$ cat config.mk
export PLATFORM = sky130hd
export DESIGN_NAME = lvl_pend_tracker
export DESIGN_NICKNAME = d
export VERILOG_FILES = /design/src/rtl/lpt_pkg.sv /design/src/rtl/lpt_sync.sv /design/src/rtl/lpt_trig.sv /design/src/rtl/lpt_cell.sv /design/src/rtl/lvl_pend_tracker.sv
export SDC_FILE = /design/constraint.sdc
export NUM_CORES = 1
export LEC_CHECK = 0
export BUFFER_PORTS_ARGS = -buffer_cell sky130_fd_sc_hd__buf_2
export CAP_MARGIN = 20
export CORE_MARGIN = 2
export CORE_UTILIZATION = 32
export CTS_CLUSTER_SIZE = 25
export DETAILED_ROUTE_END_ITERATION = 8
export PLACE_DENSITY_LB_ADDON = 0.2
export SYNTH_ARGS = -nofsm -noshare
export SYNTH_HDL_FRONTEND = slang
export SYNTH_SLANG_ARGS = --single-unit
$ cat constraint.sdc
create_clock -name clk -period 2.1 [get_ports clk]
set_input_delay 0.105 -clock clk [delete_from_list [all_inputs] [get_ports clk]]
set_output_delay 0.105 -clock clk [all_outputs]
set_load 0.02 [all_outputs]
$ cat src/rtl/lpt_pkg.sv
package lpt_pkg;
  localparam logic [2:0] MD_OFF    = 3'd0;
  localparam logic [2:0] MD_DETACH = 3'd1;
  localparam logic [2:0] MD_RISE   = 3'd4;
  localparam logic [2:0] MD_FALL   = 3'd5;
  localparam logic [2:0] MD_HIGH   = 3'd6;
  localparam logic [2:0] MD_LOW    = 3'd7;

  // valid modes: detached, the two edge modes and the two level modes
  function automatic logic md_valid(input logic [2:0] m);
    return (m == MD_DETACH) || m[2];
  endfunction

  function automatic logic md_level(input logic [2:0] m);
    return (m == MD_HIGH) || (m == MD_LOW);
  endfunction

  // modes whose wire is sampled (detached is excluded)
  function automatic logic md_wired(input logic [2:0] m);
    return m[2];
  endfunction

  function automatic logic md_invert(input logic [2:0] m);
    return (m == MD_FALL) || (m == MD_LOW);
  endfunction
endpackage

$ cat src/rtl/lpt_sync.sv
module lpt_sync #(
  parameter int W = 8
) (
  input  logic         clk,
  input  logic         rst_n,
  input  logic [W-1:0] d,
  output logic [W-1:0] q
);
  logic [W-1:0] meta_q;
  logic [W-1:0] sync_q;

  always_ff @(posedge clk or negedge rst_n) begin
    if (!rst_n) begin
      meta_q <= '0;
      sync_q <= '0;
    end else begin
      meta_q <= d;
      sync_q <= meta_q;
    end
  end

  assign q = sync_q;
endmodule

$ cat src/rtl/lpt_trig.sv
module lpt_trig #(
  parameter int W = 8
) (
  input  logic         clk,
  input  logic         rst_n,
  input  logic [W-1:0] synced,
  input  logic [W-1:0] wired,
  input  logic [W-1:0] invert,
  output logic [W-1:0] rect,
  output logic [W-1:0] trig
);
  logic [W-1:0] rect_d;
  logic [W-1:0] rect_q;

  always_comb begin
    rect_d = wired & (synced ^ invert);
  end

  always_ff @(posedge clk or negedge rst_n) begin
    if (!rst_n) rect_q <= '0;
    else        rect_q <= rect_d;
  end

  assign rect = rect_d;
  assign trig = rect_d & ~rect_q;

  generate
    for (genvar g = 0; g < W; g++) begin : g_chk
      // a trigger marks one edge only, never two cycles in a row
      assert_trig_single_R4: assert property (@(posedge clk) disable iff (!rst_n)
        trig[g] |=> !trig[g]);
    end
  endgenerate
endmodule

$ cat src/rtl/lpt_cell.sv
module lpt_cell
  import lpt_pkg::*;
(
  input  logic       clk,
  input  logic       rst_n,
  input  logic [2:0] mode,
  input  logic       msi_mode,
  input  logic       rect,
  input  logic       trig,
  input  logic       reg_hit,
  input  logic       reg_set,
  input  logic       ack_hit,
  output logic       pend
);
  logic valid, lvl, lvl_msi, lvl_dir;
  logic pend_q, pend_d, pend_en;

  always_comb begin
    valid   = md_valid(mode);
    lvl     = md_level(mode);
    lvl_msi = lvl & msi_mode;
    lvl_dir = lvl & ~msi_mode;

    pend_d = pend_q;
    // lowest priority: register-map requests
    if (reg_hit) begin
      if (reg_set) begin
        if (!lvl || (msi_mode && rect)) pend_d = 1'b1;
      end else begin
        if (!lvl || msi_mode) pend_d = 1'b0;
      end
    end
    // source-driven updates
    if (lvl_dir)      pend_d = rect;
    else if (trig)    pend_d = 1'b1;
    if (lvl_msi && !rect) pend_d = 1'b0;
    // highest priority: acknowledge clear
    if (ack_hit)      pend_d = 1'b0;
    if (!valid)       pend_d = 1'b0;
    pend_en = pend_d ^ pend_q;
  end

  always_ff @(posedge clk or negedge rst_n) begin
    if (!rst_n)       pend_q <= 1'b0;
    else if (pend_en) pend_q <= pend_d;
  end

  assign pend = pend_q;

  assert_lvl_low_clear_R8: assert property (@(posedge clk) disable iff (!rst_n)
    (lvl_msi && !rect) |=> !pend_q);
  assert_ack_wins_R11: assert property (@(posedge clk) disable iff (!rst_n)
    ack_hit |=> !pend_q);
  assert_off_zero_R10: assert property (@(posedge clk) disable iff (!rst_n)
    !valid |=> !pend_q);
  assert_edge_hold_R4: assert property (@(posedge clk) disable iff (!rst_n)
    (valid && !lvl && pend_q && !ack_hit && !(reg_hit && !reg_set)) |=> pend_q);
endmodule

$ cat src/rtl/lvl_pend_tracker.sv
module lvl_pend_tracker
  import lpt_pkg::*;
#(
  parameter int NSRC = 8,
  parameter int IDXW = (NSRC > 1) ? $clog2(NSRC) : 1
) (
  input  logic              clk,
  input  logic              rst_n,
  input  logic [NSRC-1:0]   src_in,
  input  logic [3*NSRC-1:0] src_mode,
  input  logic              msi_mode,
  input  logic              reg_we,
  input  logic              reg_set,
  input  logic [IDXW-1:0]   reg_idx,
  input  logic              ack_vld,
  input  logic [IDXW-1:0]   ack_idx,
  output logic [NSRC-1:0]   pend
);
  logic [NSRC-1:0] synced, wired, invert, rect, trig, reg_hit, ack_hit;

  lpt_sync #(.W(NSRC)) u_sync (
    .clk(clk), .rst_n(rst_n), .d(src_in), .q(synced)
  );

  always_comb begin
    for (int s = 0; s < NSRC; s++) begin
      wired[s]   = md_wired(src_mode[3*s +: 3]);
      invert[s]  = md_invert(src_mode[3*s +: 3]);
      reg_hit[s] = reg_we  && (reg_idx == IDXW'(s));
      ack_hit[s] = ack_vld && (ack_idx == IDXW'(s));
    end
  end

  lpt_trig #(.W(NSRC)) u_trig (
    .clk(clk), .rst_n(rst_n), .synced(synced), .wired(wired),
    .invert(invert), .rect(rect), .trig(trig)
  );

  generate
    for (genvar g = 0; g < NSRC; g++) begin : g_cell
      lpt_cell u_cell (
        .clk(clk), .rst_n(rst_n), .mode(src_mode[3*g +: 3]),
        .msi_mode(msi_mode), .rect(rect[g]), .trig(trig[g]),
        .reg_hit(reg_hit[g]), .reg_set(reg_set), .ack_hit(ack_hit[g]),
        .pend(pend[g])
      );
    end
  endgenerate
endmodule

==> results of run 1 <==
==> worst max-delay path, cell delays in order, from the launching register on <==
cell and delay (ns):
dfrtp_1 0.37, xor2_1 0.20, o211ai_1 0.13, a2111oi_1 0.41
==> per-layer routing <==
layer  up-vias  GRT usage, %  share of wire [%]
met1       579          16.2                 44
met4         0          4.85               0.66
li1        603             -                  -
met3         2          5.15                6.8
met5         -             0                  0
met2        34          23.2                 49
==> flip-flops by register name, indices dropped and copies added (netlist names) <==
register            flops
u_sync.q                8
u_sync.meta_q           8
u_trig.rect_q           8
g_cell.u_cell.pend      8
==> stage by stage <==
step                      power [W]  setup slack, ns  hold slack (ns)  cell area, µm²  utilization, %
after global routing        0.00148            0.768           0.0408            2030            43.0
after floorplan            0.000833            0.980           -0.191            1580               -
after CTS                   0.00143            0.847           0.0356            2030            43.0
final                       0.00140            0.863           0.0510            2030            43.0
after global placement     0.000912            0.952            0.200            1850            39.2
after detailed placement   0.000924            0.855            0.215            1850            39.2
==> area by class of cell <==
| type | count | area, µm² | area share (%) |
|---|---|---|---|
| clock buffer | 8 | 90.1 | 4.44 |
| multi-input combinational | 85 | 654 | 32.2 |
| sequential | 32 | 801 | 39.4 |
| tap | 67 | 83.8 | 4.13 |
| timing repair buffer | 60 | 345 | 17.0 |
| inverter | 15 | 56.3 | 2.77 |
==> power by group through the flow <==
stage | combinational (W) | clock, W | sequential (W)
floorplan | 0.000149 | 0 | 0.000684
CTS | 0.000250 | 0.000508 | 0.000676
detailed placement | 0.000236 | 0 | 0.000688
finish | 0.000246 | 0.000483 | 0.000675
global placement | 0.000226 | 0 | 0.000687
global route | 0.000271 | 0.000530 | 0.000680
==> final timing paths <==
path | slack [ns] | endpoint | cells past startpoint | start
worst max-delay path | 0.86 | g_cell[7].u_cell.pend$_DFFE_PN0P_ | 3 | u_sync.q[7]$_DFF_PN0_
worst min-delay path | 0.05 | g_cell[4].u_cell.pend$_DFFE_PN0P_ | 2 | src_mode[13]
worst max register to register | 0.86 | g_cell[7].u_cell.pend$_DFFE_PN0P_ | 3 | u_sync.q[7]$_DFF_PN0_
worst min register to register | 0.34 | u_sync.q[2]$_DFF_PN0_ | 0 | u_sync.meta_q[2]$_DFF_PN0_
max in group asynchronous | 1.22 | u_sync.meta_q[3]$_DFF_PN0_ | 2 | rst_n
min in group asynchronous | 0.42 | u_sync.q[2]$_DFF_PN0_ | 2 | rst_n
==> cell usage after synthesis (all sizes together) <==
library cell,instances
buf,8
nor2b,8
clkbuf,1
nor3b,1
o221ai,1
nand4,1
inv,15
nor4b,1
and4bb,3
nor3,1
nand4b,4
a21oi,7
nand2b,2
and2,8
dfrtp,32
nand2,4
mux2i,8
a2111oi,6
o32ai,1
and3b,2
nor2,10
a221oi,1
o211ai,8
xor2,8
==> cell families (layout without fill, tap and decap cells) <==
| kind of cell | count (synthesis) | in the layout | share of synthesized area [%] |
|---|---|---|---|
| xor+xnor | 8 | 8 | 4.44 |
| mux | 8 | 8 | 5.08 |
| simple gates | 45 | 45 | 18.9 |
| flops | 32 | 32 | 50.8 |
| buf+inv | 24 | 83 | 7.70 |
| compound gates | 24 | 24 | 13.1 |
==> flow_summary.yaml, run 1 <==
status:
  status: "completed"
power:
  p_sw_w: 0.000366
  p_int_w: 0.00104
  ir_drop_mv: 0.442
  power_density_nw_per_um2: 691
  power_frac_clock_pct: 34.4
  p_leak_nw: 0.977
  swShare_pct: 26.1
  p_comb_share_pct: 17.5
  seq_power_share_pct: 48.1
critical_path:
  critPathKind: "reg2reg"
  worstPathArrival_ns: 1.39
  startpoint_type: "flop"
  crit_path_end_kind: "flop"
  worstPathRequired_ns: 2.25
  path_max_fanout: 3
hold_path:
  hp-class: "in2reg"
global_route:
  grt_max_degree: 33
  antenna_found_initial: 0
  grt_overflow: 0
  grt_pass1_wl_um: 5640
  grt_usage_pct: 13.8
  grt_pass1_vias: 1293
die:
  fp.dieW_um: 74.2
  start_util_pct: 33.4
  rows: 25
  die_y_um: 74.2
  io-pin-count: 52
  fp.coreArea_um2: 4720
  dieArea_um2: 5500
drt:
  vias_per_cell: 4.56
  wl_per_cell_um: 13.1
  drtAntennaViolNets: 0
  first_iter_violations: 40
  route.detailed.drc: 0
  wl_um: 3510
  via_count: 1218
  drtPass1Iterations: 4
final_layout:
  nNetsFinal: 243
  layout_commonest_cell: "buf_2"
  layoutNonFillerInstCount: 267
  drive_gt1_share_pct: 31.5
  n_antenna_cell: 0
  area_growth_pct: 28.8
  mostFrequentLayoutCells: "buf_2 (51), dfrtp_1 (32), inv_1 (15)"
  n_fill_cell: 457
flow_run:
  maxCapViolations: 0
timing:
  finClkSkew_ns: 0.00700
  rsz0062_at_grt: "no"
  tightestPinTransition_ns: 0.715
  drv_slew: 0
  hold_viol: 0
  max_slew_margin_pct: 52.3
  final-setup-viol-count: 0
  fmax_mhz: 809
  setup_tns_ns: 0
  fin_crit_ns: 1.24
  fin_crit_sh_pct: 58.9
placement:
  hpwl_um: 2640
  portBuffers: 51
  placed_cells: 250
  routabilityCongestion: 0.713
clocking:
  clkTransAtPathRegs_ns: 0.07
  clk_latency_ns: 0.28
  clock-sinks: 32
  cts_resized: 0
  htreeDepth: 2
  cts_setup_buffers: 0
  cts_tree: "yes"
  clockBufferDepth: 2
  clockRootBuffer: "clkbuf_8"
  ctsHoldBuffers: 9
  numCtsBuffers: 5
synth:
  synth_cell_types: 25
  ys_top_cells_by_area: "dfrtp_1 (51%), mux2i_1 (5.1%), a2111oi_2 (4.8%)"
  ys_warn_count: 0
  yosys_register_bits: 32
  netlist_instances: 141
  seq_area_frac_synth_pct: 50.8
  synth.top_cell.area_share_pct: 50.8
  yosysTopAreaCell: "dfrtp_1"
  synth_nets: 185
  synth.avg_cell_area_um2: 11.2
  netlist_area_um2: 1580
No activity file was read; power rests on OpenSTA's default activity.
==> run 2: changes to the inputs <==
Settings changed: ABC_AREA from default to 1.
Clock period 2.1 ns to 1.3 ns, I/O delays scaled along.
==> run 2 against run 1 <==
  * Non-clock buffer count up 1
  * Via count up 12%
  * Register-to-register slack worse by 0.47 ns
  * Area after synthesis down 0.95%
  * Global-route usage down 1.0 points
  * Routed wire length down 8.9%
  * Sequential power up 61%
  * Synthesized cell count up 48%
  * Total power up 60%
  * Critical path type unchanged
  * Critical endpoint is now g_cell[3].u_cell.pend$_DFFE_PN0P_
==> flow_summary.yaml, run 2 <==
status:
  status: "completed"
global_route:
  grt_max_degree: 33
  use_met1_pct: 15.5
  grt_pass1_wl_um: 5100
  gr-usage-met3_pct: 6.17
  grt_usage_pct: 12.8
  grt_overflow: 0
  antenna_found_initial: 0
  busiest_layer: "met2"
  grt_pass1_vias: 1190
  globalRouteMet2Util_pct: 19.9
timing:
  fin_crit_sh_pct: 69.6
  hold_viol: 0
  tightestPinTransition_ns: 0.405
  whs_ns: 0.0317
  final-setup-viol-count: 0
  rsz0062_at_grt: "no"
  finClkSkew_ns: 0.00436
  drv_slew: 0
  fmax_mhz: 1110
  max_slew_margin_pct: 73.0
  fin_crit_ns: 0.905
  setup_slack_ns: 0.395
  setup_tns_ns: 0
final_layout:
  layout_commonest_cell: "nand2_1"
  drive_gt1_share_pct: 21.9
  area_growth_pct: 29.9
  nNetsFinal: 313
  n_antenna_cell: 0
  mostFrequentLayoutCells: "nand2_1 (63), buf_2 (51), inv_1 (35), nor2_1 (35), dfrtp_1 (32)"
  layoutNonFillerInstCount: 337
  final_core_util_pct: 42.9
synth:
  synth.avg_cell_area_um2: 7.47
  yosys_register_bits: 32
  netlist_area_um2: 1560
  yosysTopAreaCell: "dfrtp_1"
  synth_ff_type: "dfrtp_1"
  ys_top_cells_by_area: "dfrtp_1 (51%), nand2_1 (15%), inv_1 (8.4%)"
  seq_area_frac_synth_pct: 51.3
  synth-edff-count: 0
  synth_cell_types: 11
  ys_warn_count: 0
  yosys-top-cells-count: "nand2_1 (63), inv_1 (35), nor2_1 (35)"
  yosysMostFrequentCell: "nand2_1"
  netlist_instances: 209
  synth_nets: 253
  synth.top_cell.area_share_pct: 51.3
  async_reset_ff_share_pct: 100
drt:
  via_count: 1368
  first_iter_violations: 57
  drtAntennaViolNets: 0
  drtPass1Iterations: 4
  vias_per_cell: 4.06
  wl_um: 3200
  route.detailed.drc: 0
  wl_per_cell_um: 9.49
critical_path:
  reg2reg_depth: 7
  startpoint_type: "flop"
  path_max_fanout: 3
  crit_path_end_kind: "flop"
  worstPathArrival_ns: 1.12
  worstPathRequired_ns: 1.51
  critPathKind: "reg2reg"
placement:
  hpwl_um: 2450
  placed_cells: 320
  routabilityCongestion: 0.767
  portBuffers: 51
  pre_cts_ws_ns: 0.385
die:
  fp.coreArea_um2: 4720
  fp.dieW_um: 73.9
  rows: 25
  io-pin-count: 52
  dieArea_um2: 5450
  die_y_um: 73.9
  start_util_pct: 33.1
hold_path:
  hold_depth: 3
  hp-class: "in2reg"
clocking:
  htreeDepth: 2
  clock-sinks: 32
  cts_tree: "yes"
  cts_setup_buffers: 0
  clk_latency_ns: 0.28
  clockBufferDepth: 2
  clkTransAtPathRegs_ns: 0.07
  numCtsBuffers: 5
  clockRootBuffer: "clkbuf_8"
power:
  p_leak_nw: 1.18
  power_density_nw_per_um2: 1110
  ir_drop_mv: 0.556
flow_run:
  maxCapViolations: 0
## run 2: changes by cell type in the layout (fill, tap and decap cells not counted), sizes merged, moves of 16 or more
cell,change
nand3,+16
nor2,+26
inv,+20
nand2,+59
## run 2: per-stage QoR
step / cell area, µm² / power, W
finish: 2030 / 0.00224
global route: 2030 / 0.00238
CTS: 2030 / 0.00229
detailed placement: 1850 / 0.00147
global placement: 1850 / 0.00146
floorplan: 1560 / 0.00133
## run 2: repair_timing
action / 4_1_cts / 5_1_grt
hold buffers: 9 / 0
endpoints found under the setup margin: 0 / 0
resized for setup: 0 / 0
endpoints found under the hold margin: 40 / 0
## run 2: kinds of logic after synthesis
group,synth area share [%]
AND/OR/NAND/NOR,29.4
buffers and inverters,12.3
flip-flops,51.3
AO/OA/AOI/OAI,7.05
## run 2: critical path: stages (launching register included)
cell     delay [ns]
dfrtp_1        0.37
nand2_1        0.06
nand2_1        0.04
nor2_1         0.14
nand2_1        0.07
inv_1          0.05
nor2_1         0.03
nor2_1         0.07
## run 2: per-layer routing
| layer | part of all wire, % | vias to the layer above |
|---|---|---|
| li1 | - | 744 |
| met1 | 46 | 590 |
| met2 | 46 | 30 |
| met3 | 6.2 | 4 |
| met4 | 1.3 | 0 |
| met5 | 0 | - |
## run 2: layout make-up
type	instances	area [µm²]
Timing Repair Buffer	61	353
Clock buffer	8	90.1
Multi-Input combinational cell	134	569
Inverter	35	131
Fill cell	513	2700
Tap cell	67	83.8
Sequential cell	32	801
## run 2: power by group
group          switching (W)  total [W]  internal [W]
Sequential         0.0000246    0.00109       0.00106
Clock               0.000351   0.000782      0.000431
Combinational       0.000216   0.000373      0.000157
Total               0.000591    0.00224       0.00165
## run 2: worst paths after layout
| path | start | end | slack (ns) |
|---|---|---|---|
| max in group asynchronous | rst_n | u_sync.meta_q[7]$_DFF_PN0_ | 0.67 |
| setup reg to reg | u_sync.q[3]$_DFF_PN0_ | g_cell[3].u_cell.pend$_DFFE_PN0P_ | 0.40 |
| setup / recovery | u_sync.q[3]$_DFF_PN0_ | g_cell[3].u_cell.pend$_DFFE_PN0P_ | 0.40 |
| min in group asynchronous | rst_n | u_sync.meta_q[4]$_DFF_PN0_ | 0.33 |
| hold / removal | src_mode[2] | u_trig.rect_q[0]$_DFF_PN0_ | 0.03 |
| hold reg to reg | u_sync.meta_q[3]$_DFF_PN0_ | u_sync.q[3]$_DFF_PN0_ | 0.35 |
==> run 3: changes to the inputs <==
Settings changed: ABC_AREA 1 to 0.
Clock period 1.3 ns to 0.84 ns, I/O delays scaled along.
==> run 3 against run 2 <==
  * Hold slack got worse by 0.016 ns
  * Critical path type unchanged
  * Cell count fell by 16%
  * The flow now finishes with violations (negative setup slack)
  * Critical path depth fell by 4
  * Highest routed layer unchanged
  * Combinational power rose by 120%
  * Total power rose by 67%
==> flow_summary.yaml, run 3 (synthesized netlist as in run 1, its figures left out) <==
hold_path:
  hp-class: "in2reg"
placement:
  routabilityCongestion: 0.717
  hpwl_um: 2720
  portBuffers: 51
  pre_cts_ws_ns: -0.369
critical_path:
  r2r-start: "u_sync.q[0]$_DFF_PN0_"
  worstPathArrival_ns: 1.35
  r2r_slack_ns: -0.35
  setup.worst_path.end: "g_cell[0].u_cell.pend$_DFFE_PN0P_"
  rr_endpoint: "g_cell[0].u_cell.pend$_DFFE_PN0P_"
  path_max_fanout: 2
  crit_path_end_kind: "flop"
  reg2reg_depth: 3
  path_cells: "xor2_2, o211ai_1, a2111oi_2"
  cp_slowest_stage_delay_ns: 0.40
  startpoint_type: "flop"
  crit_slowest_cell: "dfrtp_1"
  crit_buf_inv: 0
  startpoint: "u_sync.q[0]$_DFF_PN0_"
  critPathKind: "reg2reg"
  path_depth: 3
  worstPathRequired_ns: 1.00
  path_delay_family: "compound AO/OA/AOI/OAI gates"
power:
  power_density_nw_per_um2: 1620
  seq_power_share_pct: 45.4
  swShare_pct: 26.1
  p_sw_w: 0.000982
  power_frac_clock_pct: 32.3
  p_comb_share_pct: 22.3
  p_total_w: 0.00376
  ir_drop_mv: 0.891
  p_int_w: 0.00277
  p_leak_nw: 1.09
clocking:
  clock-sinks: 32
  numCtsBuffers: 5
  htreeDepth: 2
  clk_latency_ns: 0.28
  clkTransAtPathRegs_ns: 0.07
  cts_setup_buffers: 0
  clockRootBuffer: "clkbuf_8"
  clockBufferDepth: 2
  cts_tree: "yes"
timing:
  hold_viol: 0
  fin_crit_sh_pct: 141
  drv_slew: 0
  max_slew_margin_pct: 79.8
  setup_slack_ns: -0.346
  fin_crit_ns: 1.19
  setup_tns_ns: -2.79
  final-setup-viol-count: 21
  fmax_mhz: 843
  finClkSkew_ns: 0.00284
  whs_ns: 0.0159
  rsz0062_at_grt: "yes"
  tightestPinTransition_ns: 0.303
drt:
  first_iter_violations: 46
  route.detailed.drc: 0
  wl_um: 3740
  vias_per_cell: 4.58
  wl_per_cell_um: 13.2
  via_count: 1297
  drtPass1Iterations: 5
  drtAntennaViolNets: 0
final_layout:
  multiInputGateArea_um2: 738
  drive_gt1_share_pct: 42.6
  area_growth_pct: 47.2
  layout_commonest_cell: "buf_2"
  n_antenna_cell: 0
  n_fill_cell: 459
  final_core_util_pct: 49.1
  mostFrequentLayoutCells: "buf_2 (43), dfrtp_1 (32), inv_1 (15)"
  regArea_um2: 801
  nNetsFinal: 259
die:
  start_util_pct: 33.4
  dieArea_um2: 5500
  io-pin-count: 52
  rows: 25
  die_y_um: 74.2
  fp.coreArea_um2: 4720
  fp.dieW_um: 74.2
global_route:
  grt_overflow: 0
  grt_max_degree: 33
  grt_usage_pct: 14.6
  grt_pass1_wl_um: 6070
  antenna_found_initial: 0
  grt_pass1_vias: 1403
status:
  violations: "negative setup slack"
  status: "finished, violations left"
flow_run:
  maxCapViolations: 0
-- run 3: worst min-delay path by stage --
stage	from	endpoint	slack (ns)	depth (start not counted)
final	src_mode[14]	u_trig.rect_q[4]$_DFF_PN0_	0.02	2
after global routing	src_mode[14]	u_trig.rect_q[4]$_DFF_PN0_	0.02	2
after CTS	src_mode[5]	u_trig.rect_q[1]$_DFF_PN0_	0.0004	2
after detailed placement	rst_n	u_sync.meta_q[2]$_DFF_PN0_	0.01	2
after global placement	rst_n	u_sync.meta_q[1]$_DFF_PN0_	0.009	2
after floorplan	rst_n	g_cell[0].u_cell.pend$_DFFE_PN0P_	-0.25	0
-- run 3: what timing repair did --
| action | 4_1_cts | 5_1_grt |
|---|---|---|
| setup endpoints to repair | 22 | 23 |
| pin swaps | 9 | 5 |
| gates cloned | 0 | 0 |
| hold endpoints to repair | 41 | 1 |
| resized for setup | 26 | 10 |
| hold buffers | 10 | 1 |
-- run 3: worst reg2reg max path, delay by kind of cell (launching register included) --
kind / cells / cell delay, ns
compound gates: 2 / 0.53
xor+xnor: 1 / 0.15
flops: 1 / 0.40
-- run 3: final cells by class --
class	instances	area share (%)
inverters	15	2.43
clock buffers	8	3.88
multi-input cells	85	31.8
repair buffers	76	23.8
flip-flops and latches	32	34.5
well taps	67	3.61
-- run 3: power by group through the flow --
| stage | sequential (W) | combinational (W) | clock [W] |
|---|---|---|---|
| floorplan | 0.00171 | 0.000372 | 0 |
| global placement | 0.00172 | 0.000656 | 0 |
| detailed placement | 0.00172 | 0.000685 | 0 |
| CTS | 0.00170 | 0.000808 | 0.00127 |
| global route | 0.00172 | 0.000911 | 0.00135 |
| finish | 0.00171 | 0.000836 | 0.00121 |
-- run 3: routing by layer --
metal,GRT usage (%),routed length [µm]
met1,17.0,1550
met2,24.1,1960
met3,5.15,177
met4,7.07,51
met5,0,0
-- run 3: metrics by stage --
stage	cell area (µm²)	instances
after floorplan	1580	141
after global placement	1970	264
after detailed placement	1970	264
after CTS	2250	282
after global routing	2320	283
final	2320	283
